--- src/rtl/shift_add_mul.sv ---
module shift_add_mul #(
  parameter int W = 4
) (
  input  logic           clk,
  input  logic           rst_n,
  input  logic           start,
  input  logic [W-1:0]   mcand,
  input  logic [W-1:0]   mplier,
  output logic           busy,
  output logic           done,
  output logic [2*W-1:0] product
);
  localparam int CW = $clog2(W) + 1;

  typedef enum logic [1:0] {S_IDLE, S_ADD, S_SHIFT, S_FIN} st_t;
  st_t state;

  logic          cy;
  logic [W-1:0]  acc, lo, mc;
  logic [CW-1:0] cnt;

  logic [W-1:0] g, p, s;
  logic [W:0]   c;

  assign g = acc & mc;
  assign p = acc ^ mc;
  assign s = p ^ c[W-1:0];

  always_comb begin
    logic t;
    c = '0;
    for (int i = 0; i < W; i++) begin
      for (int j = -1; j <= i; j++) begin
        t = (j < 0) ? 1'b0 : g[j];
        for (int k = j + 1; k <= i; k++) t = t & p[k];
        c[i+1] = c[i+1] | t;
      end
    end
  end

  always_ff @(posedge clk) begin
    if (!rst_n) begin
      state <= S_IDLE;
      cy    <= 1'b0;
      acc   <= '0;
      lo    <= '0;
      mc    <= '0;
      cnt   <= '0;
    end else begin
      case (state)
        S_IDLE: if (start) begin
          cy    <= 1'b0;
          acc   <= '0;
          lo    <= mplier;
          mc    <= mcand;
          cnt   <= '0;
          state <= S_ADD;
        end
        S_ADD: begin
          if (lo[0]) {cy, acc} <= {c[W], s};
          state <= S_SHIFT;
        end
        S_SHIFT: begin
          {cy, acc, lo} <= {1'b0, cy, acc, lo[W-1:1]};
          cnt   <= cnt + 1'b1;
          state <= (cnt == CW'(W - 1)) ? S_FIN : S_ADD;
        end
        default: state <= S_IDLE;
      endcase
    end
  end

  assign busy    = (state == S_ADD) || (state == S_SHIFT);
  assign done    = (state == S_FIN);
  assign product = {acc, lo};

  a_r2_done_single: assert property (@(posedge clk) disable iff (!rst_n)
    done |=> !done);

  a_r3_busy_done_excl: assert property (@(posedge clk) disable iff (!rst_n)
    !(busy && done));

  a_r4_operands_frozen: assert property (@(posedge clk) disable iff (!rst_n)
    (busy || done) |=> $stable(mc));

  a_r5_product_held: assert property (@(posedge clk) disable iff (!rst_n)
    (!busy && !done && !start) |=> $stable(product));

  a_r7_cla_sum: assert property (@(posedge clk) disable iff (!rst_n)
    (state == S_ADD) |-> ({c[W], s} == ({1'b0, acc} + {1'b0, mc})));

  a_r9_shift_clears_carry: assert property (@(posedge clk) disable iff (!rst_n)
    (state == S_SHIFT) |=> !cy);
endmodule

--- config.mk ---
export PLATFORM = sky130hd
export DESIGN_NAME = shift_add_mul
export DESIGN_NICKNAME = d
export VERILOG_FILES = /design/src/rtl/shift_add_mul.sv
export SDC_FILE = /design/constraint.sdc
export NUM_CORES = 1
export LEC_CHECK = 0
export BUFFER_PORTS_ARGS = -buffer_cell sky130_fd_sc_hd__buf_4
export CORE_MARGIN = 4
export CORE_UTILIZATION = 38
export DETAILED_ROUTE_END_ITERATION = 8
export PLACE_DENSITY = 0.58
export SYNTH_ARGS = -nofsm -noshare
export SYNTH_HDL_FRONTEND = slang
export SYNTH_SLANG_ARGS = --single-unit
--- constraint.sdc ---
create_clock -name clk -period 1.9 [get_ports clk]
set_input_delay 0.095 -clock clk [delete_from_list [all_inputs] [get_ports clk]]
set_output_delay 0.095 -clock clk [all_outputs]
set_load 0.02 [all_outputs]
## After elaboration in Yosys (flattened, before gate mapping)

Index checks and enable logic that the tools add are counted.

| cells by class | value |
|---|---|
| $add $sub $neg | 1 |
| $mul | 0 |
| div/mod/pow operators | 0 |
| magnitude comparators | 0 |
| equal/unequal tests | 6 |
| shifts and indexed selects | 0 |
| mux-type cells | 13 |
| bitwise operators | 15 |
| reductions and logical operators | 7 |

Operator list:

| operator | count |
|---|---|
| 4-bit 2-to-1 mux | 3 |
| 4-bit case mux with 3 select lines | 1 |
| 4-bit case mux with 2 select lines | 1 |
| 4-bit bitwise XOR | 2 |
| 1-bit AND | 6 |
| 1-bit bitwise OR | 6 |
| 2-bit case mux with 3 select lines | 1 |
| 3-bit case mux with 2 select lines | 1 |
| 4-bit AND | 1 |
| 2-bit equality test (second input constant) | 2 |
| 2-bit 2-to-1 mux | 2 |
| 2-bit inequality test (second input constant) | 2 |
| 2-bit AND reduction | 2 |
| 3-bit by 1-bit adder with 3-bit output (second input constant) | 1 |
| 3-bit by 2-bit equality test with 1-bit output (second input constant) | 1 |
| 3-bit 2-to-1 mux | 1 |
| 1-bit case mux with 3 select lines | 1 |
| 3-bit AND reduction | 1 |
| 3-bit nonzero test | 1 |
| 2-bit by 1-bit equality test with 1-bit output (second input constant) | 1 |
| 2-bit zero test | 1 |
| 1-bit 2-to-1 mux | 2 |
| 2-bit nonzero test | 1 |
| 1-bit logical OR | 1 |

| word-level totals | value |
|---|---|
| register bits | 18 |
| latch bits | 0 |
| bits in writable memories | 0 |
| ROM bits | 0 |
| input bits | 11 |
| output and inout bits | 10 |
| logic and storage cells | 48 |
| memories kept | 0 |

## Logic depth before layout (Yosys ltp)

Gate-level depths: netlist of run 1.

| depth | value |
|---|---|
| depth in word-level cells | 9 |
| mapped depth | 7 |
| mapped depth without buffers | 6 |

## Worst setup path before layout of run 1

No wires, ideal clock.

| timing path | value |
|---|---|
| path kind | flip-flop to flip-flop |
| start | reg acc[1] |
| end | reg acc[3] |
| setup time | 0.070 ns |
| arrival time | 1.768 ns |
| data required time | 1.830 ns |
| setup slack | 0.062 ns |
| stages on the path, launching flop included | 7 |
| path buffers | 0 |
| period minus slack after synthesis | 1.838 ns |
| cells stage by stage | dfxtp_1 -> ha_1 -> ha_1 -> o21a_1 -> o21a_1 -> or3_1 -> a21oi_1 |

| between the ends | value |
|---|---|
| word-level cells in the longest chain between the ends | 8 |
| elaborated cells on any way between the ends | 10 |
| classes of those cells | 2 x mux; 8 x bitwise |

RTL lines:

| element | RTL line | source |
|---|---|---|
| from (decl) | 19 | `logic [W-1:0] acc, lo, mc;` |
| from (signal assigned) | 60 | `if (lo[0]) {cy, acc} <= {c[W], s};` |
| from (signal assigned) | 64 | `{cy, acc, lo} <= {1'b0, cy, acc, lo[W-1:1]};` |
| 4-bit bitwise XOR | 26 | `assign p = acc ^ mc;` |
| 1-bit AND (2 in series) | 35 | `for (int k = j + 1; k <= i; k++) t = t & p[k];` |
| 1-bit bitwise OR (*) (2 in series) | 36 | `c[i+1] = c[i+1] \| t;` |
| 4-bit bitwise XOR (*) | 27 | `assign s = p ^ c[W-1:0];` |
| 4-bit 2-to-1 mux (*) | 60 |  |
| 4-bit case mux with 3 select lines (*) | 50 | `case (state)` |

Mark *: on every way between the ends. The rest lies on a longest branch, timed or not. The select of a mux whose other input is x is not followed.
A chain may end at the register's enable or synchronous reset.

## Worst setup path after layout of run 1

Ends and elaborated chain as after synthesis.

==> impl_metrics.env, run 1 <==
export IMPL_cts_buffers=3
export IMPL_nets=154
export IMPL_antenna_nets_post_route=0
export IMPL_cellLeakagePower_nw=0.581
export IMPL_dp_cells=156
export IMPL_grt_antenna_before_repair=0
export IMPL_finalSetupViolCount=0
export IMPL_rsz_0062_raised_after_global_routing="no"
export IMPL_fin_hold_ws_ns=0.0666
export IMPL_critical_path_class="reg -> reg"
export IMPL_floorplan_die_area_um2=3560
export IMPL_dr_total_vias=843
export IMPL_avgSynthCellArea_um2=9.38
export IMPL_grt_usage_pct=13.1
export IMPL_route_detailed_drc=0
export IMPL_fin_crit_sh_pct=92.3
export IMPL_cp_data_arrival_time_ns=1.98
export IMPL_synth_area_leaders="sky130_fd_sc_hd__dfxtp_1 36%, sky130_fd_sc_hd__ha_1 14%, sky130_fd_sc_hd__nand2_1 5.6%"
export IMPL_drt_iter0_drc=24
export IMPL_timing_hold_violations_final=0
export IMPL_cts_tree="yes"
export IMPL_routed_wire_length_per_instance_um=13.2
export IMPL_critPathCaptureType="flop"
export IMPL_ys_ff_latch=18
export IMPL_cts_root_buffer_cell="sky130_fd_sc_hd__clkbuf_4"
export IMPL_detail_route_first_pass_iterations=4
export IMPL_placement_io_buffers=20
export IMPL_synth_fp_nets=131
export IMPL_holdCritPathClass="in -> reg"
export IMPL_highest_count_cells_in_the_layout_ignoring_fill_and_taps="22 x sky130_fd_sc_hd__buf_4, 17 x sky130_fd_sc_hd__dfxtp_1, 15 x sky130_fd_sc_hd__nand2_1"
export IMPL_layout_area_overhead_vs_synth_pct=21.4
export IMPL_crit_path_start_kind="flop"
export IMPL_grt_ovfl_total=0
export IMPL_power_per_cell_area_nw_per_um2=1090
export IMPL_layout_drive_gt1_share_pct=23.8
export IMPL_ir_worst_vdd_mv=0.819
export IMPL_chipHeight_um=59.6
export IMPL_detailed_place_hpwl_um=1600
export IMPL_clk_latency_ns=0.29
export IMPL_netlist_area_leader_share_pct=35.6
export IMPL_core_rowCount=18
export IMPL_mostFrequentLayoutCell="sky130_fd_sc_hd__buf_4"
export IMPL_dp_slack_ns=0.120
export IMPL_max_freq_mhz=570
export IMPL_routed_via_density=5.27
export IMPL_grt_max_degree=20
export IMPL_tightest_slew_ns=0.368
export IMPL_grt_pass1_vias=794
export IMPL_post_route_worst_setup_slack_ns=0.147
export IMPL_drv_slew=0
export IMPL_clock_sinks=18
export IMPL_design_core_area_um2=2500
export IMPL_yosysSeqAreaShare_pct=35.6
export IMPL_io_pins=21
export IMPL_post_cts_setup_buffers=0
export IMPL_synth_cell_area_um2=1010
export IMPL_critPathRequiredTime_ns=2.13
export IMPL_antenna_cells_inserted=0
export IMPL_wirelength_um=2110
export IMPL_max_clock_path_buffers=2
export IMPL_cp_max_fo=5
export IMPL_final_setup_skew_ns=0.00367
export IMPL_run_status="finished clean"
export IMPL_synth_warning_count=0
export IMPL_initial_core_utilization_pct=40.5
export IMPL_ys_types=34
export IMPL_cts_max_level=1
export IMPL_timing_slew_headroom_pct=75.4
export IMPL_final_period_minus_worst_setup_slack_ns=1.75
export IMPL_ys_flop_type="sky130_fd_sc_hd__dfxtp_1"
export IMPL_instances_no_fill=160
export IMPL_total_power_w=0.00134
export IMPL_maxCapViolCount=0
export IMPL_place_congestion=0.764
export IMPL_synth_edff_count=0
export IMPL_worst_setup_hold_path_clk_slew_ns=0.10
export IMPL_post_route_setup_tns_ns=0
export IMPL_leading_area_contributor_after_synthesis="sky130_fd_sc_hd__dfxtp_1"
export IMPL_postSynth_asyncResetShare_pct=0
export IMPL_fp_dieW_um=59.6
export IMPL_netlist_instances=108
export IMPL_first_pass_grt_wire_length_um=3550
[metrics by stage]
stage / cell area, um^2 / util [%]
finish: 1230 / 49.2
global route: 1230 / 49.2
CTS: 1230 / 49.1
detailed placement: 1190 / 47.7
global placement: 1190 / 47.7
floorplan: 1010 / -
[final cells by class]
cell class	instances	area [um^2]
fillers	255	1270
multi-input cells	83	618
flip-flops and latches	18	362
repair buffers	22	165
well taps	30	37.5
clock buffers	4	36.3
inverters	3	11.3
[registers in the layout, summed over array words and instances, names as in the netlist]
name   count
state      2
acc        4
cnt        3
cy         1
mc         4
lo         4
[per-layer routing]
metal	part of all wire [%]	global-route usage, %	routed length (um)
met5	0	0	0
met2	45	20.8	948
met4	1.2	4.75	26
met3	4.6	1.96	97
met1	49	17.7	1030
[worst max-delay path, stage by stage, from the launching register on]
cell and delay, ns:
sky130_fd_sc_hd__dfxtp_2 0.36, sky130_fd_sc_hd__ha_1 0.30, sky130_fd_sc_hd__ha_1 0.20, sky130_fd_sc_hd__o21a_1 0.18, sky130_fd_sc_hd__o21a_1 0.18, sky130_fd_sc_hd__or3_1 0.37
sky130_fd_sc_hd__a21oi_1 0.12
[worst paths after layout]
kind / cells past startpoint / slack, ns / to / from
worst max-delay path: 6 / 0.15 / acc[3]$_SDFFE_PN0P_ / acc[1]$_SDFFE_PN0P_
worst min-delay path: 3 / 0.07 / mc[0]$_SDFFE_PN0P_ / mcand[0]
worst max register to register: 6 / 0.15 / acc[3]$_SDFFE_PN0P_ / acc[1]$_SDFFE_PN0P_
worst min register to register: 2 / 0.47 / cy$_SDFFE_PN0P_ / cy$_SDFFE_PN0P_
[synthesized netlist by cell type, types with 2 or more instances]
cell type	instances
sky130_fd_sc_hd__a21boi_0	7
sky130_fd_sc_hd__a21oi_1	2
sky130_fd_sc_hd__a22o_1	3
sky130_fd_sc_hd__and2_1	3
sky130_fd_sc_hd__dfxtp_1	18
sky130_fd_sc_hd__ha_1	11
sky130_fd_sc_hd__inv_1	3
sky130_fd_sc_hd__mux2i_1	4
sky130_fd_sc_hd__nand2_1	15
sky130_fd_sc_hd__nand3_1	8
sky130_fd_sc_hd__nor2b_1	2
sky130_fd_sc_hd__o211a_1	4
sky130_fd_sc_hd__o21a_1	2
sky130_fd_sc_hd__o21ai_0	5
sky130_fd_sc_hd__o22ai_1	2
[logic make-up after synthesis]
group / synth area share [%]
adders and majority gates: 15.6
xor gates and xnor gates: 0.864
and+or+nand+nor: 19.4
muxes: 3.95
AOI/OAI and AO/OA: 21.2
buffers and inverters: 3.46
DFF: 35.6
[power breakdown]
group	internal, W	total (W)	switching [W]
Clock	0.000117	0.000234	0.000117
Sequential	0.000443	0.000498	0.0000557
Combinational	0.000258	0.000606	0.000348
[repair_timing]
item	4_1_cts	5_1_grt
gates resized for setup	0	1
hold buffers	0	0
setup endpoints to repair	0	1
endpoints found under the hold margin	0	0
Note: power is estimated with default switching activity, not from simulation.
==> inputs of run 2 (changes only) <==
--- a/config.mk
+++ b/config.mk
@@ -6,10 +6,12 @@
 export NUM_CORES = 1
 export LEC_CHECK = 0
 export BUFFER_PORTS_ARGS = -buffer_cell sky130_fd_sc_hd__buf_4
+export CORE_ASPECT_RATIO = 1.75
 export CORE_MARGIN = 4
 export CORE_UTILIZATION = 38
 export DETAILED_ROUTE_END_ITERATION = 8
 export PLACE_DENSITY = 0.58
+export RECOVER_POWER = 25
 export SYNTH_ARGS = -nofsm -noshare
 export SYNTH_HDL_FRONTEND = slang
 export SYNTH_SLANG_ARGS = --single-unit
==> run 2 against run 1 <==
  * Routed wire length grew 2.8%
  * Clock-buffer cell count unchanged
  * Register-to-register slack better by 0.02 ns
  * Sequential power is essentially flat
  * Sequential share of layout area is 0.21 points higher
  * Maximum frequency up 1.3%
==> impl_metrics.env, run 2 (synthesized netlist as in run 1, its figures left out) <==
export IMPL_dp_slack_ns=0.113
export IMPL_crit_path_start_kind="flop"
export IMPL_timing_critical_path_slowest_cell_delay_ns=0.36
export IMPL_cts_buffers=3
export IMPL_antenna_cells_inserted=0
export IMPL_critPathCaptureType="flop"
export IMPL_run_status="finished clean"
export IMPL_cp_cell_sequence="ha_1 -> ha_1 -> o21a_1 -> o21a_1 -> or3_1 -> a21oi_1"
export IMPL_critical_path_n_buffers_inverters=0
export IMPL_grt_max_degree=20
export IMPL_instances_no_fill=156
export IMPL_first_pass_grt_wire_length_um=3980
export IMPL_routed_via_density=5.41
export IMPL_cp_max_fo=5
export IMPL_layout_filler_cells=249
export IMPL_ff_latch_area_um2=362
export IMPL_dp_cells=152
export IMPL_io_pins=21
export IMPL_floorplan_die_area_um2=3590
export IMPL_ir_worst_vdd_mv=0.572
export IMPL_crit_family="adder cells"
export IMPL_dpl_cell_area_um2=1190
export IMPL_dr_total_vias=844
export IMPL_number_of_hold_repair_buffers_added_at_the_cts_stage=0
export IMPL_cpMaxStageDelayCell="sky130_fd_sc_hd__or3_1"
export IMPL_biggestRegsByFlops="acc: 4 flops, lo: 4 flops, mc: 4 flops"
export IMPL_worst_setup_hold_path_clk_slew_ns=0.07
export IMPL_max_freq_mhz=577
export IMPL_initial_core_utilization_pct=40.2
export IMPL_final_period_minus_worst_setup_slack_ns=1.73
export IMPL_clock_sinks=18
export IMPL_final_setup_skew_ns=0.00222
export IMPL_highest_count_cells_in_the_layout_ignoring_fill_and_taps="17 x sky130_fd_sc_hd__dfxtp_1, 16 x sky130_fd_sc_hd__buf_4, 15 x sky130_fd_sc_hd__nand2_1"
export IMPL_grt_pass1_vias=909
export IMPL_routed_wire_length_per_instance_um=13.9
export IMPL_wirelength_um=2160
export IMPL_post_route_worst_setup_slack_ns=0.168
export IMPL_cp_data_arrival_time_ns=1.92
export IMPL_drv_slew=0
export IMPL_place_congestion=0.816
export IMPL_timing_slew_headroom_pct=75.9
export IMPL_cts_root_buffer_cell="sky130_fd_sc_hd__clkbuf_8"
export IMPL_tightest_slew_ns=0.359
export IMPL_grt_antenna_before_repair=0
export IMPL_multi_input_area_um2=618
export IMPL_post_cts_setup_buffers=0
export IMPL_placement_io_buffers=20
export IMPL_core_rowCount=24
export IMPL_cts_max_level=1
export IMPL_cts_tree="yes"
export IMPL_max_clock_path_buffers=2
export IMPL_power_per_cell_area_nw_per_um2=1130
export IMPL_antenna_nets_post_route=0
export IMPL_nets=154
export IMPL_detailed_place_hpwl_um=1690
export IMPL_design_core_area_um2=2520
export IMPL_cellLeakagePower_nw=0.564
export IMPL_detail_route_first_pass_iterations=4
export IMPL_holdCritPathClass="in -> reg"
export IMPL_critical_path_class="reg -> reg"
export IMPL_mostFrequentLayoutCell="sky130_fd_sc_hd__dfxtp_1"
export IMPL_clk_latency_ns=0.25
export IMPL_drt_iter0_drc=35
export IMPL_chipHeight_um=76.3
export IMPL_grt_ovfl_total=0
export IMPL_maxCapViolCount=0
export IMPL_grt_usage_pct=14.5
export IMPL_timing_hold_violations_final=0
export IMPL_rsz_0062_raised_after_global_routing="no"
export IMPL_critPathRequiredTime_ns=2.09
export IMPL_stdcell_area_um2=1220
export IMPL_fin_crit_sh_pct=91.1
export IMPL_post_route_setup_tns_ns=0
export IMPL_layout_core_utilization_pct=48.4
export IMPL_route_detailed_drc=0
export IMPL_layout_area_overhead_vs_synth_pct=20.5
export IMPL_fp_dieW_um=47.0
export IMPL_finalSetupViolCount=0
export IMPL_layout_drive_gt1_share_pct=19.2
## run 2: changes by cell type in the layout (fill, tap and decap cells not counted)
cell	previous run	this run
sky130_fd_sc_hd__clkbuf_1	0	6
sky130_fd_sc_hd__clkbuf_4	3	0
sky130_fd_sc_hd__buf_4	22	16
sky130_fd_sc_hd__clkbuf_8	1	4
## run 2: area by class of cell
cell class	instances	share of cell area [%]
clock buffers	4	4.51
well taps	26	2.66
inverters	3	0.922
flip-flops and latches	18	29.6
repair buffers	22	11.7
multi-input cells	83	50.6
## run 2: power by group
| group | internal, W | leakage, nW | switching (W) | total [W] |
|---|---|---|---|---|
| sequential | 0.000443 | 0.148 | 0.0000532 | 0.000497 |
| clock | 0.000184 | 0.0288 | 0.000121 | 0.000305 |
| combinational | 0.000229 | 0.388 | 0.000346 | 0.000575 |
## run 2: repair_timing
| item | in CTS | in global routing |
|---|---|---|
| resized for setup | 0 | 1 |
| hold endpoints to repair | 0 | 0 |
| endpoints found under the setup margin | 0 | 1 |
## run 2: worst paths after layout
path,startpoint,to,slack (ns),cells past startpoint
worst max-delay path,acc[1]$_SDFFE_PN0P_,acc[3]$_SDFFE_PN0P_,0.17,6
worst min-delay path,mcand[3],mc[3]$_SDFFE_PN0P_,0.12,3
worst max register to register,acc[1]$_SDFFE_PN0P_,acc[3]$_SDFFE_PN0P_,0.17,6
worst min register to register,cy$_SDFFE_PN0P_,cy$_SDFFE_PN0P_,0.46,2
## run 2: per-stage QoR
step	hold WS [ns]	total power, W
after floorplan	0.251	0.000926
after global placement	0.371	0.00111
after detailed placement	0.387	0.00112
after CTS	0.116	0.00143
after global routing	0.113	0.00149
final	0.122	0.00138
## run 2: layer usage
metal / GRT usage [%] / share of wire [%] / up-vias
met3: 2.13 / 2.6 / 2
met5: 0 / 0 / -
met2: 24.1 / 55 / 13
met1: 17.5 / 42 / 397
met4: 5.82 / 0.97 / 0
li1: - / - / 432
## run 2: worst min-delay path, stage by stage
cell	delay (ns)
sky130_fd_sc_hd__buf_4	0.11
sky130_fd_sc_hd__nand3_1	0.05
sky130_fd_sc_hd__a21boi_0	0.07
